$ cat config.mk
export PLATFORM = sky130hd
export DESIGN_NAME = clkout_sel
export DESIGN_NICKNAME = d
export VERILOG_FILES = /design/src/rtl/clkout_pkg.sv /design/src/rtl/clkout_ctrl_reg.sv /design/src/rtl/clkout_divider.sv /design/src/rtl/clkout_pinmux.sv /design/src/rtl/clkout_sel.sv
export SDC_FILE = /design/constraint.sdc
export NUM_CORES = 1
export LEC_CHECK = 0
export CAP_MARGIN = 20
export CORE_ASPECT_RATIO = 0.7
export CORE_MARGIN = 2
export CORE_UTILIZATION = 40
export DETAILED_ROUTE_END_ITERATION = 7
export DONT_BUFFER_PORTS = 1
export PLACE_DENSITY = 0.65
export REMOVE_ABC_BUFFERS = 1
export SYNTH_ARGS = -nofsm -noshare
export SYNTH_HDL_FRONTEND = slang
export SYNTH_HIERARCHICAL = 1
export SYNTH_SLANG_ARGS = --single-unit
$ cat constraint.sdc
create_clock -name clk -period 1.8 [get_ports clk]
set_input_delay 0.18 -clock clk [delete_from_list [all_inputs] [get_ports clk]]
set_output_delay 0.18 -clock clk [all_outputs]
set_load 0.005 [all_outputs]
$ cat src/rtl/clkout_pkg.sv
package clkout_pkg;
  typedef enum logic [1:0] {
    FN_DIVCLK = 2'b00,
    FN_PA_N   = 2'b01,
    FN_SERIAL = 2'b10,
    FN_GPIO   = 2'b11
  } pin_fn_e;

  localparam int FN_MSB     = 7;
  localparam int FN_LSB     = 6;
  localparam int IRQ_EN_BIT = 5;
endpackage

$ cat src/rtl/clkout_ctrl_reg.sv
module clkout_ctrl_reg #(
  parameter int DATA_W   = 8,
  parameter int FREQ_W   = 3,
  parameter int FREQ_RST = 4
) (
  input  logic                clk,
  input  logic                rst_n,
  input  logic                wr_en,
  input  logic [DATA_W-1:0]   wr_data,
  input  logic                wake,
  input  logic                crystal_stable,
  output logic [DATA_W-1:0]   rd_data,
  output clkout_pkg::pin_fn_e fn,
  output logic [FREQ_W-1:0]   freq,
  output logic                irq
);
  import clkout_pkg::*;

  pin_fn_e           fn_q, fn_d;
  logic              en_q, en_d;
  logic [FREQ_W-1:0] freq_q, freq_d;
  logic              armed_q, armed_d;
  logic              evt_q, evt_d;
  logic              cs_q;
  logic              cs_rise;

  assign cs_rise = crystal_stable & ~cs_q;

  always_comb begin
    fn_d    = fn_q;
    en_d    = en_q;
    freq_d  = freq_q;
    armed_d = armed_q;
    evt_d   = evt_q;
    if (wr_en) begin
      fn_d   = pin_fn_e'(wr_data[FN_MSB:FN_LSB]);
      en_d   = wr_data[IRQ_EN_BIT];
      freq_d = wr_data[FREQ_W-1:0];
    end
    if (wake) begin
      armed_d = 1'b1;
    end else if (armed_q && cs_rise) begin
      armed_d = 1'b0;
      if (en_q) evt_d = 1'b1;
    end
    if (wr_en && !wr_data[IRQ_EN_BIT]) evt_d = 1'b0;
  end

  always_ff @(posedge clk or negedge rst_n) begin
    if (!rst_n) begin
      fn_q    <= FN_DIVCLK;
      en_q    <= 1'b0;
      freq_q  <= FREQ_W'(FREQ_RST);
      armed_q <= 1'b0;
      evt_q   <= 1'b0;
      cs_q    <= 1'b0;
    end else begin
      fn_q    <= fn_d;
      en_q    <= en_d;
      freq_q  <= freq_d;
      armed_q <= armed_d;
      evt_q   <= evt_d;
      cs_q    <= crystal_stable;
    end
  end

  always_comb begin
    rd_data                      = '0;
    rd_data[FN_MSB:FN_LSB]       = fn_q;
    rd_data[IRQ_EN_BIT]          = en_q;
    rd_data[FREQ_W-1:0]          = freq_q;
  end

  assign fn   = fn_q;
  assign freq = freq_q;
  assign irq  = evt_q;

  assert_irq_clear_R12: assert property (@(posedge clk) disable iff (!rst_n)
    (wr_en && !wr_data[IRQ_EN_BIT]) |=> !irq);
  assert_irq_needs_en_R11: assert property (@(posedge clk) disable iff (!rst_n)
    $rose(irq) |-> $past(en_q));
  assert_irq_holds_R10: assert property (@(posedge clk) disable iff (!rst_n)
    (irq && !(wr_en && !wr_data[IRQ_EN_BIT])) |=> irq);
endmodule

$ cat src/rtl/clkout_divider.sv
module clkout_divider #(
  parameter int FREQ_W   = 3,
  parameter int MAX_CODE = 4
) (
  input  logic              clk,
  input  logic              rst_n,
  input  logic [FREQ_W-1:0] freq,
  output logic              div_q
);
  localparam int CNT_W = (MAX_CODE < 2) ? 1 : MAX_CODE;

  logic [FREQ_W-1:0] code_q;
  logic [CNT_W-1:0]  cnt_q, cnt_d;
  logic              q_d;
  logic              code_ok;
  logic [CNT_W-1:0]  half_m1;

  assign code_ok = (freq >= FREQ_W'(1)) && (freq <= FREQ_W'(MAX_CODE));
  assign half_m1 = code_ok ? CNT_W'((1 << (freq - FREQ_W'(1))) - 1) : '0;

  always_comb begin
    cnt_d = cnt_q;
    q_d   = div_q;
    if (freq != code_q || !code_ok) begin
      cnt_d = '0;
      q_d   = 1'b0;
    end else if (cnt_q == half_m1) begin
      cnt_d = '0;
      q_d   = ~div_q;
    end else begin
      cnt_d = cnt_q + CNT_W'(1);
    end
  end

  always_ff @(posedge clk or negedge rst_n) begin
    if (!rst_n) begin
      code_q <= '0;
      cnt_q  <= '0;
      div_q  <= 1'b0;
    end else begin
      code_q <= freq;
      cnt_q  <= cnt_d;
      div_q  <= q_d;
    end
  end

  assert_undef_low_R4: assert property (@(posedge clk) disable iff (!rst_n)
    (freq > FREQ_W'(MAX_CODE)) |=> !div_q);
  assert_restart_low_R5: assert property (@(posedge clk) disable iff (!rst_n)
    (freq != code_q) |=> (!div_q && cnt_q == '0));
endmodule

$ cat src/rtl/clkout_pinmux.sv
module clkout_pinmux (
  input  logic                clk,
  input  logic                rst_n,
  input  clkout_pkg::pin_fn_e fn,
  input  logic                ref_pass,
  input  logic                div_q,
  input  logic                pa_on,
  input  logic                ser_data,
  input  logic                ser_clk,
  input  logic                gpio_level,
  input  logic                three_wire_mode,
  input  logic                spi_miso_data,
  output logic                pin_out,
  output logic                miso_out
);
  import clkout_pkg::*;

  logic pa_n_q;

  always_ff @(posedge clk or negedge rst_n) begin
    if (!rst_n) pa_n_q <= 1'b1;
    else        pa_n_q <= ~pa_on;
  end

  always_comb begin
    unique case (fn)
      FN_DIVCLK: pin_out = ref_pass ? clk : div_q;
      FN_PA_N:   pin_out = pa_n_q;
      FN_SERIAL: pin_out = ser_data;
      default:   pin_out = gpio_level;
    endcase
  end

  assign miso_out = (fn == FN_SERIAL && three_wire_mode) ? ser_clk : spi_miso_data;

  assert_pa_inverse_R6: assert property (@(posedge clk) disable iff (!rst_n)
    (fn == FN_PA_N) |=> (fn != FN_PA_N) || (pin_out == !$past(pa_on)));
  assert_miso_normal_R9: assert property (@(posedge clk) disable iff (!rst_n)
    (fn != FN_SERIAL) |-> (miso_out == spi_miso_data));
endmodule

$ cat src/rtl/clkout_sel.sv
module clkout_sel #(
  parameter int DATA_W        = 8,
  parameter int FREQ_W        = 3,
  parameter int MAX_FREQ_CODE = 4,
  parameter int FREQ_RST      = 4
) (
  input  logic              clk,
  input  logic              rst_n,
  input  logic              wr_en,
  input  logic [DATA_W-1:0] wr_data,
  output logic [DATA_W-1:0] rd_data,
  input  logic              pa_on,
  input  logic              ser_data,
  input  logic              ser_clk,
  input  logic              gpio_level,
  input  logic              three_wire_mode,
  input  logic              spi_miso_data,
  input  logic              wake,
  input  logic              crystal_stable,
  output logic              pin_out,
  output logic              miso_out,
  output logic              xtal_irq
);
  import clkout_pkg::*;

  logic              rst_m_q, rst_s_q;
  pin_fn_e           fn;
  logic [FREQ_W-1:0] freq;
  logic              div_q;
  logic              ref_pass;

  always_ff @(posedge clk or negedge rst_n) begin
    if (!rst_n) begin
      rst_m_q <= 1'b0;
      rst_s_q <= 1'b0;
    end else begin
      rst_m_q <= 1'b1;
      rst_s_q <= rst_m_q;
    end
  end

  clkout_ctrl_reg #(.DATA_W(DATA_W), .FREQ_W(FREQ_W), .FREQ_RST(FREQ_RST)) u_reg (
    .clk(clk), .rst_n(rst_s_q), .wr_en(wr_en), .wr_data(wr_data),
    .wake(wake), .crystal_stable(crystal_stable),
    .rd_data(rd_data), .fn(fn), .freq(freq), .irq(xtal_irq)
  );

  clkout_divider #(.FREQ_W(FREQ_W), .MAX_CODE(MAX_FREQ_CODE)) u_div (
    .clk(clk), .rst_n(rst_s_q), .freq(freq), .div_q(div_q)
  );

  assign ref_pass = (freq == '0);

  clkout_pinmux u_mux (
    .clk(clk), .rst_n(rst_s_q), .fn(fn), .ref_pass(ref_pass), .div_q(div_q),
    .pa_on(pa_on), .ser_data(ser_data), .ser_clk(ser_clk), .gpio_level(gpio_level),
    .three_wire_mode(three_wire_mode), .spi_miso_data(spi_miso_data),
    .pin_out(pin_out), .miso_out(miso_out)
  );

  assert_unused_zero_R1: assert property (@(posedge clk) disable iff (!rst_s_q)
    rd_data[4:3] == 2'b00);
endmodule

Word-level counts from Yosys, hierarchy flattened
Cells that the tools add are included.
W data, S select, Z words.
- output and inout port bits: 11
- register bits: 20
- word-level logic and storage cells: 55
- bits of input ports: 19
- equal/unequal tests: 5
- shift-type cells: 1
- reduce and logical (&&, ||, !) cells: 14
- add/sub/neg operators: 3
- order comparisons: 2
- bitwise logic cells: 4
- mux-type cells: 14
- operator list (operator ; count):
    $mux W4 ; 3
    $mux W1 ; 10
    $reduce_bool A2 Y1 ; 4
    $add A4 B1 Y4 const B ; 1
    $eq A4 B4 Y1 ; 1
    $logic_and A1 B1 Y1 ; 4
    $shl A1 B3 Y4 const A ; 1
    $sub A4 B2 Y4 const B ; 1
    $ge A3 B1 Y1 const B ; 1
    $le A3 B3 Y1 const B ; 1
    $logic_not A3 Y1 ; 1
    $ne A3 B3 Y1 ; 1
    $not A1 Y1 ; 3
    $pmux W1 S3 ; 1
    $reduce_and A3 Y1 ; 1
    $sub A3 B1 Y3 const B ; 1
    $eq A2 B1 Y1 const B ; 1
    $eq A2 B2 Y1 const B ; 1
    $logic_not A1 Y1 ; 2
    $logic_not A2 Y1 ; 1
    $ne A2 B1 Y1 const B ; 1
    $and A1 B1 Y1 ; 1
    $logic_or A1 B1 Y1 ; 1

Logic depth before layout (Yosys ltp)
Gate-level depths: netlist (run 1).
- depth after elaboration: 7
- mapped depth: 11

Hierarchy
The synthesis (run 1) kept the hierarchy.
- modules (own cells, without submodules) (module ; times used ; cells each ; area an instance (um^2)):
    clkout_divider ; 1 ; 58 ; 576.8
    clkout_ctrl_reg ; 1 ; 31 ; 446.7
    clkout_pinmux ; 1 ; 6 ; 82.6
    clkout_sel ; 1 ; 4 ; 63.8

==> metrics.yaml, run 1 <==
register_area_um2: 503
rows: 16
busiest_layer: "met2"
cp_num_buf_inv: 0
via_per_inst: 5.09
cap_violations: 0
die_width_um: 68.6
p_leak_nw: 0.608
first_pass_iters: 4
yosys.cell_types.count: 41
maxSlewHeadroom_pct: 51.8
grtUsageTotal_pct: 15.2
peakVddDrop_mv: 0.535
worstSkewPairLatency_ps: 360
worst_pin_slew_ps: 723
cp_top_family: "compound AO/OA/AOI/OAI gates"
stdcell_count: 150
hold_path_startpoint: "crystal_stable"
start_util_pct: 42.0
layout_commonest_cell: "dfrtp_1"
synth_seq_cells: 20
gr-total-overflow: 0
grt_util_met2_pct: 22.3
placed_cells: 131
ys_warn_count: 6
routedWlPerCell_um: 14.3
core_um2: 2780
worst_slack_ps: -593
fin_nets: 137
drive_gt1_share_pct: 36.8
startpoint_type: "register"
total_power_w: 0.00132
grt_max_degree: 19
syn_area_per_cell_um2: 11.8
place_congestion: 0.839
cp_common_cell: "ha_4"
multiInputGateArea_um2: 607
setup_viol: 6
r2r_start: "u_reg/freq[0]"
antenna_cells: 0
grt_antenna_before_repair: 0
grt_use_met3_pct: 6.93
end_kind: "register"
synthesis.instances: 99
arrival_ps: 2640
cp_cell_sequence: "or2_4 -> ha_4 -> nand3b_1 -> ha_4 -> o22ai_1 -> o31a_1 -> a211oi_4 -> mux2_4"
io_pins: 30
ys_seq_area_share_pct: 43.0
final_cell_mix: "dfrtp_1 (18), dlygate4sd3_1 (12), clkbuf_8 (7), mux2_4 (7), buf_4 (6)"
portBuffers: 0
grt_pass1_wl_um: 3660
die_h_um: 49.2
via_count: 763
first_global_vias: 825
hold_viol_final: 0
cts_tree: "done"
violations: "negative setup slack"
worst-endpoint-required_ps: 2050
drtIter0Drc: 24
criticalPathCategory: "register to register"
fill_cells: 248
status: "complete, but fails checks"
ant_nets: 0
p_per_area_nw_per_um2: 909
clk_pin_slew_ps: 70
fin_crit_ps: 2390
grt.met1_usage_pct: 18.4
postLayoutCellArea_um2: 1450
drc: 0
rsz0062_at_grt: "yes"
final.period_utilization_pct: 133
die_area_um2: 3380
crit_start: "u_reg/freq[0]"
syn_area_um2: 1170
crit_fanout: 3
critPathSlowestCell: "dfrtp_1"
holdCritPathClass: "input pin to register"
max_freq_mhz: 418
finClkSkew_ps: 1.17
synthToLayoutAreaGrowth_pct: 24.0
max_stage_delay_ps: 380
hpwl_um: 1430
wl_um: 2150
dpl_cell_area_um2: 1180
slew_violations: 0
-- cells by family after synthesis --
family | after synthesis | share of synthesized area [%]
AO/OA/AOI/OAI | 16 | 12.1
flip-flops | 20 | 43.0
AND/OR/NAND/NOR | 27 | 14.8
other | 2 | 0.642
XOR/XNOR | 4 | 3.00
adder cells (fa/ha/maj) | 3 | 3.21
multiplexers | 11 | 13.8
buffers and inverters | 16 | 9.52
-- synth_stat cells, drive strengths merged --
cell,number,area share [%]
a211oi,3,3.0
a21o,1,0.75
a21oi,1,0.43
a222oi,1,0.86
a2bb2oi,1,1.3
a31oi,1,0.54
and3,1,0.54
buf,13,8.6
conb,2,0.64
dfrtp,18,39
dfstp,2,4.5
ha,3,3.2
inv,3,0.96
mux2,10,12
mux4,1,1.9
nand2,3,0.96
nand2b,2,1.7
nand3,2,0.86
nand3b,3,1.9
nor2,4,1.3
nor2b,2,1.7
nor3,7,3.8
nor3b,1,0.64
o21ai,3,1.3
o21bai,1,0.64
o221ai,1,1.3
o22ai,1,0.54
o31a,2,1.5
or2,1,0.54
or3b,1,0.75
xnor2,2,1.5
xor2,2,1.5
-- final cells by class --
class / count / area share, %
repair buffers: 20 / 12.9
clock buffers: 7 / 6.64
well taps: 36 / 3.11
inverters: 3 / 0.777
multi-input cells: 64 / 41.8
flip-flops and latches: 20 / 34.7
-- path summary, 6_finish.rpt --
path / to / slack, ps / depth (start not counted)
max reg2reg: u_div/div_q / -590 / 8
min in group asynchronous: rst_s_q / 50 / 1
min reg2reg: u_reg/freq[1] / 300 / 0
max: u_div/div_q / -590 / 8
max in group asynchronous: u_reg/fn[0] / 1040 / 0
min: u_reg/armed_q / 20 / 2
-- report_power, final --
group	total, W	internal (W)	leakage [nW]	switching, W
Clock	0.000519	0.000345	0.0633	0.000174
Sequential	0.000515	0.000483	0.243	0.0000323
Combinational	0.000284	0.000154	0.302	0.000130
-- flip-flops by register name, summed over array words and instances, names as in the netlist --
name and cells:
u_reg/armed_q 1, u_reg/en_q 1, u_div/code_q 3, u_reg/freq 3
rst_s_q 1, u_div/div_q 1, u_reg/fn 2, u_div/cnt_q 4
rst_m_q 1, u_reg/irq 1, u_mux/pa_n_q 1, u_reg/cs_q 1
-- per-stage QoR --
stage                     worst slack [ps]  utilization [%]  TNS [ps]  hold WS [ps]
after floorplan                       -923                -     -3690          -116
after global placement                -629             42.4     -2850          -116
after detailed placement              -673             42.4     -3080          -116
after CTS                             -663             52.1     -3530          1.97
after global routing                  -658             52.1     -3360          7.11
final                                 -593             52.1     -2920          16.2
-- worst reg2reg max path, stage by stage (launching register included) --
cell and delay [ps]:
dfrtp_1 380, or2_4 260, ha_4 270, nand3b_1 130, ha_4 290, o22ai_1 80, o31a_1 320, a211oi_4 250
mux2_4 320
-- timing repair --
item	CTS	global route
resized for setup	9	2
endpoints found under the setup margin	6	6
buffers inserted	1	0
pin swaps	6	2
hold buffers	12	0
endpoints found under the hold margin	12	0
-- layer usage --
layer  share of wire, %  vias up
li1                   -      370
met1                 46      364
met2                 48       25
met3                4.8        4
met4                1.1        0
met5                  0        -
No activity file was read; power rests on OpenSTA's default activity.
==> inputs of run 2 (changes only) <==
Settings changed: CELL_PAD_IN_SITES_DETAIL_PLACEMENT set to 0, CELL_PAD_IN_SITES_GLOBAL_PLACEMENT set to 1, PLACE_DENSITY 0.65 to 0.77, SLEW_MARGIN set to 20.
==> run 2 against run 1 <==
The flow still finishes with violations (negative setup slack). Combinational power grew 11%. Worst setup slack lost 35 ps. Clock power increased by 1%. Critical path depth unchanged. First-iteration DRC count grew 8.3%. Register-to-register slack got worse by 30 ps. Die area unchanged. Routed wire length up 13%. Via count grew 5.9%. Sequential power barely moved. Worst hold slack worse by 3.8 ps. Largest power group unchanged.
==> metrics.yaml, run 2 (synthesis gave the netlist of run 1 again) <==
die_area_um2: 3380  # unchanged
routedWlPerCell_um: 15.9  # +11%
worst_slack_ps: -628  # -34.7 ps
final_core_util_pct: 53.6  # +1.5 points
hold_viol_final: 0  # unchanged
via_count: 808  # +5.9%
crit_fanout: 3  # unchanged
worst_pin_slew_ps: 703  # -19.8 ps
antenna_cells: 0  # unchanged
startpoint_type: "register"
p_leak_nw: 0.629  # +3.4%
placed_cells: 131  # unchanged
maxSlewHeadroom_pct: 53.1  # +1.3 points
first_pass_iters: 4  # unchanged
finClkSkew_ps: 4.43  # +3.26 ps
fin_nets: 140  # +2.2%
gr-total-overflow: 0  # unchanged
rsz0062_at_grt: "yes"
synthToLayoutAreaGrowth_pct: 27.5
critPathSlowestCell: "dfrtp_1"
p_per_area_nw_per_um2: 910  # about the same
largest_reg_flops: 4  # unchanged
slew_violations: 0  # unchanged
die_width_um: 68.6  # unchanged
holdCritPathClass: "input pin to register"
rows: 16  # unchanged
register_area_um2: 503  # unchanged
ant_nets: 0  # unchanged
r2r_start: "u_reg/freq[0]"
final_cell_mix: "dfrtp_1 (18), dlygate4sd3_1 (12), buf_4 (9), mux2_4 (8), clkbuf_8 (7)"
worstSkewPairLatency_ps: 360  # about the same
core_um2: 2780  # unchanged
worst-endpoint-required_ps: 2050  # about the same
grt_pass1_wl_um: 3850  # +5.3%
grt_antenna_before_repair: 0  # unchanged
clk_pin_slew_ps: 70  # about the same
min_path_cells: 2  # unchanged
layout_commonest_cell: "dfrtp_1"
end_kind: "register"
crit_start: "u_reg/freq[0]"
start_util_pct: 42.0  # unchanged
final.period_utilization_pct: 135  # +1.9 points
hpwl_um: 1590  # +11%
timing.rr.end: "u_div/div_q"
cp_cell_sequence: "or2_4 -> ha_4 -> nand3b_1 -> ha_4 -> o22ai_1 -> o31a_1 -> a211oi_4 -> mux2_4"
max_freq_mhz: 412  # -1.4%
drive_gt1_share_pct: 39.3  # +2.5 points
endpoint: "u_div/div_q"
wl_um: 2430  # +13%
io_pins: 30  # unchanged
max_stage_delay_ps: 400  # +20 ps
drc: 0  # unchanged
grt_max_degree: 19  # unchanged
setup_viol: 6  # unchanged
top_regs: "u_div/cnt_q (4), u_div/code_q (3), u_reg/freq (3)"
die_h_um: 49.2  # unchanged
portBuffers: 0  # unchanged
status: "complete, but fails checks"
ff2ff_setup_slack_ps: -630  # -30 ps
cp_common_cell: "ha_4"
drtIter0Drc: 26  # +8.3%
peakVddDrop_mv: 0.662  # +24%
regMostFlops: "u_div/cnt_q"
fill_cells: 243  # -2.0%
multiInputGateArea_um2: 617  # +1.6%
grtUsageTotal_pct: 16.2  # +0.97 points
reg2regPathDepth: 8  # unchanged
cap_violations: 0  # unchanged
arrival_ps: 2670  # +30 ps
via_per_inst: 5.28  # +3.8%
fin_crit_ps: 2430  # +34.7 ps
first_global_vias: 786  # -4.7%
violations: "negative setup slack"
cts_tree: "done"
place_congestion: 0.777  # -7.4%
stdcell_count: 153  # +2.0%
criticalPathCategory: "register to register"
[run 2: cell type report]
cell class,instances,share of cell area (%)
Tap cell,36,3.02
Sequential cell,20,33.7
Multi-Input combinational cell,64,41.4
Clock buffer,7,6.46
Inverter,3,0.755
Timing Repair Buffer,23,14.7
[run 2: worst min path at each step]
| stage | startpoint | endpoint | slack (ps) |
|---|---|---|---|
| final | crystal_stable | u_reg/armed_q | 10 |
| after global placement | rst_n | rst_s_q | -120 |
| after floorplan | rst_n | rst_m_q | -120 |
| after CTS | crystal_stable | u_reg/armed_q | 7 |
| after global routing | crystal_stable | u_reg/armed_q | 10 |
| after detailed placement | rst_n | rst_m_q | -120 |
[run 2: per-stage QoR]
stage	TNS (ps)	setup slack (ps)	cell area [um^2]	hold WS (ps)	total power, W
floorplan	-3690	-923	1070	-116	0.000696
global placement	-2930	-646	1180	-116	0.000760
detailed placement	-3200	-723	1180	-116	0.000767
CTS	-3760	-679	1450	6.86	0.00136
global route	-3950	-721	1490	12.6	0.00143
finish	-3430	-628	1490	12.4	0.00136
[run 2: metal layers]
layer | global-route usage (%) | wire length (um)
met1 | 20.6 | 1010
met2 | 24.2 | 1310
met5 | 0 | 0
met4 | 8.67 | 0
met3 | 4.85 | 121
[run 2: worst max-delay path: cells and delay by family (launching register included)]
kind	cells	cell delay [ps]
simple gates	2	380
mux	1	320
compound gates	3	660
flops	1	400
fa+ha+maj	2	570
[run 2: power breakdown]
group	total (W)	switching (W)	internal, W
Clock	0.000524	0.000174	0.000350
Sequential	0.000518	0.0000354	0.000483
Combinational	0.000314	0.000140	0.000174
[run 2: timing repair]
item                                   CTS  global route
endpoints found under the hold margin   12             0
resized for setup                        6             9
hold buffers                            12             0
pin swaps                                7             6
setup endpoints to repair                6             6
setup buffers                            3             1
gates cloned                             0             0
==> inputs of run 3 (changes only) <==
Settings changed: ABC_CLOCK_PERIOD_IN_PS set to 1800.
==> results of run 3 <==
Final layout, timing and power as in run 2 (identical DEF).
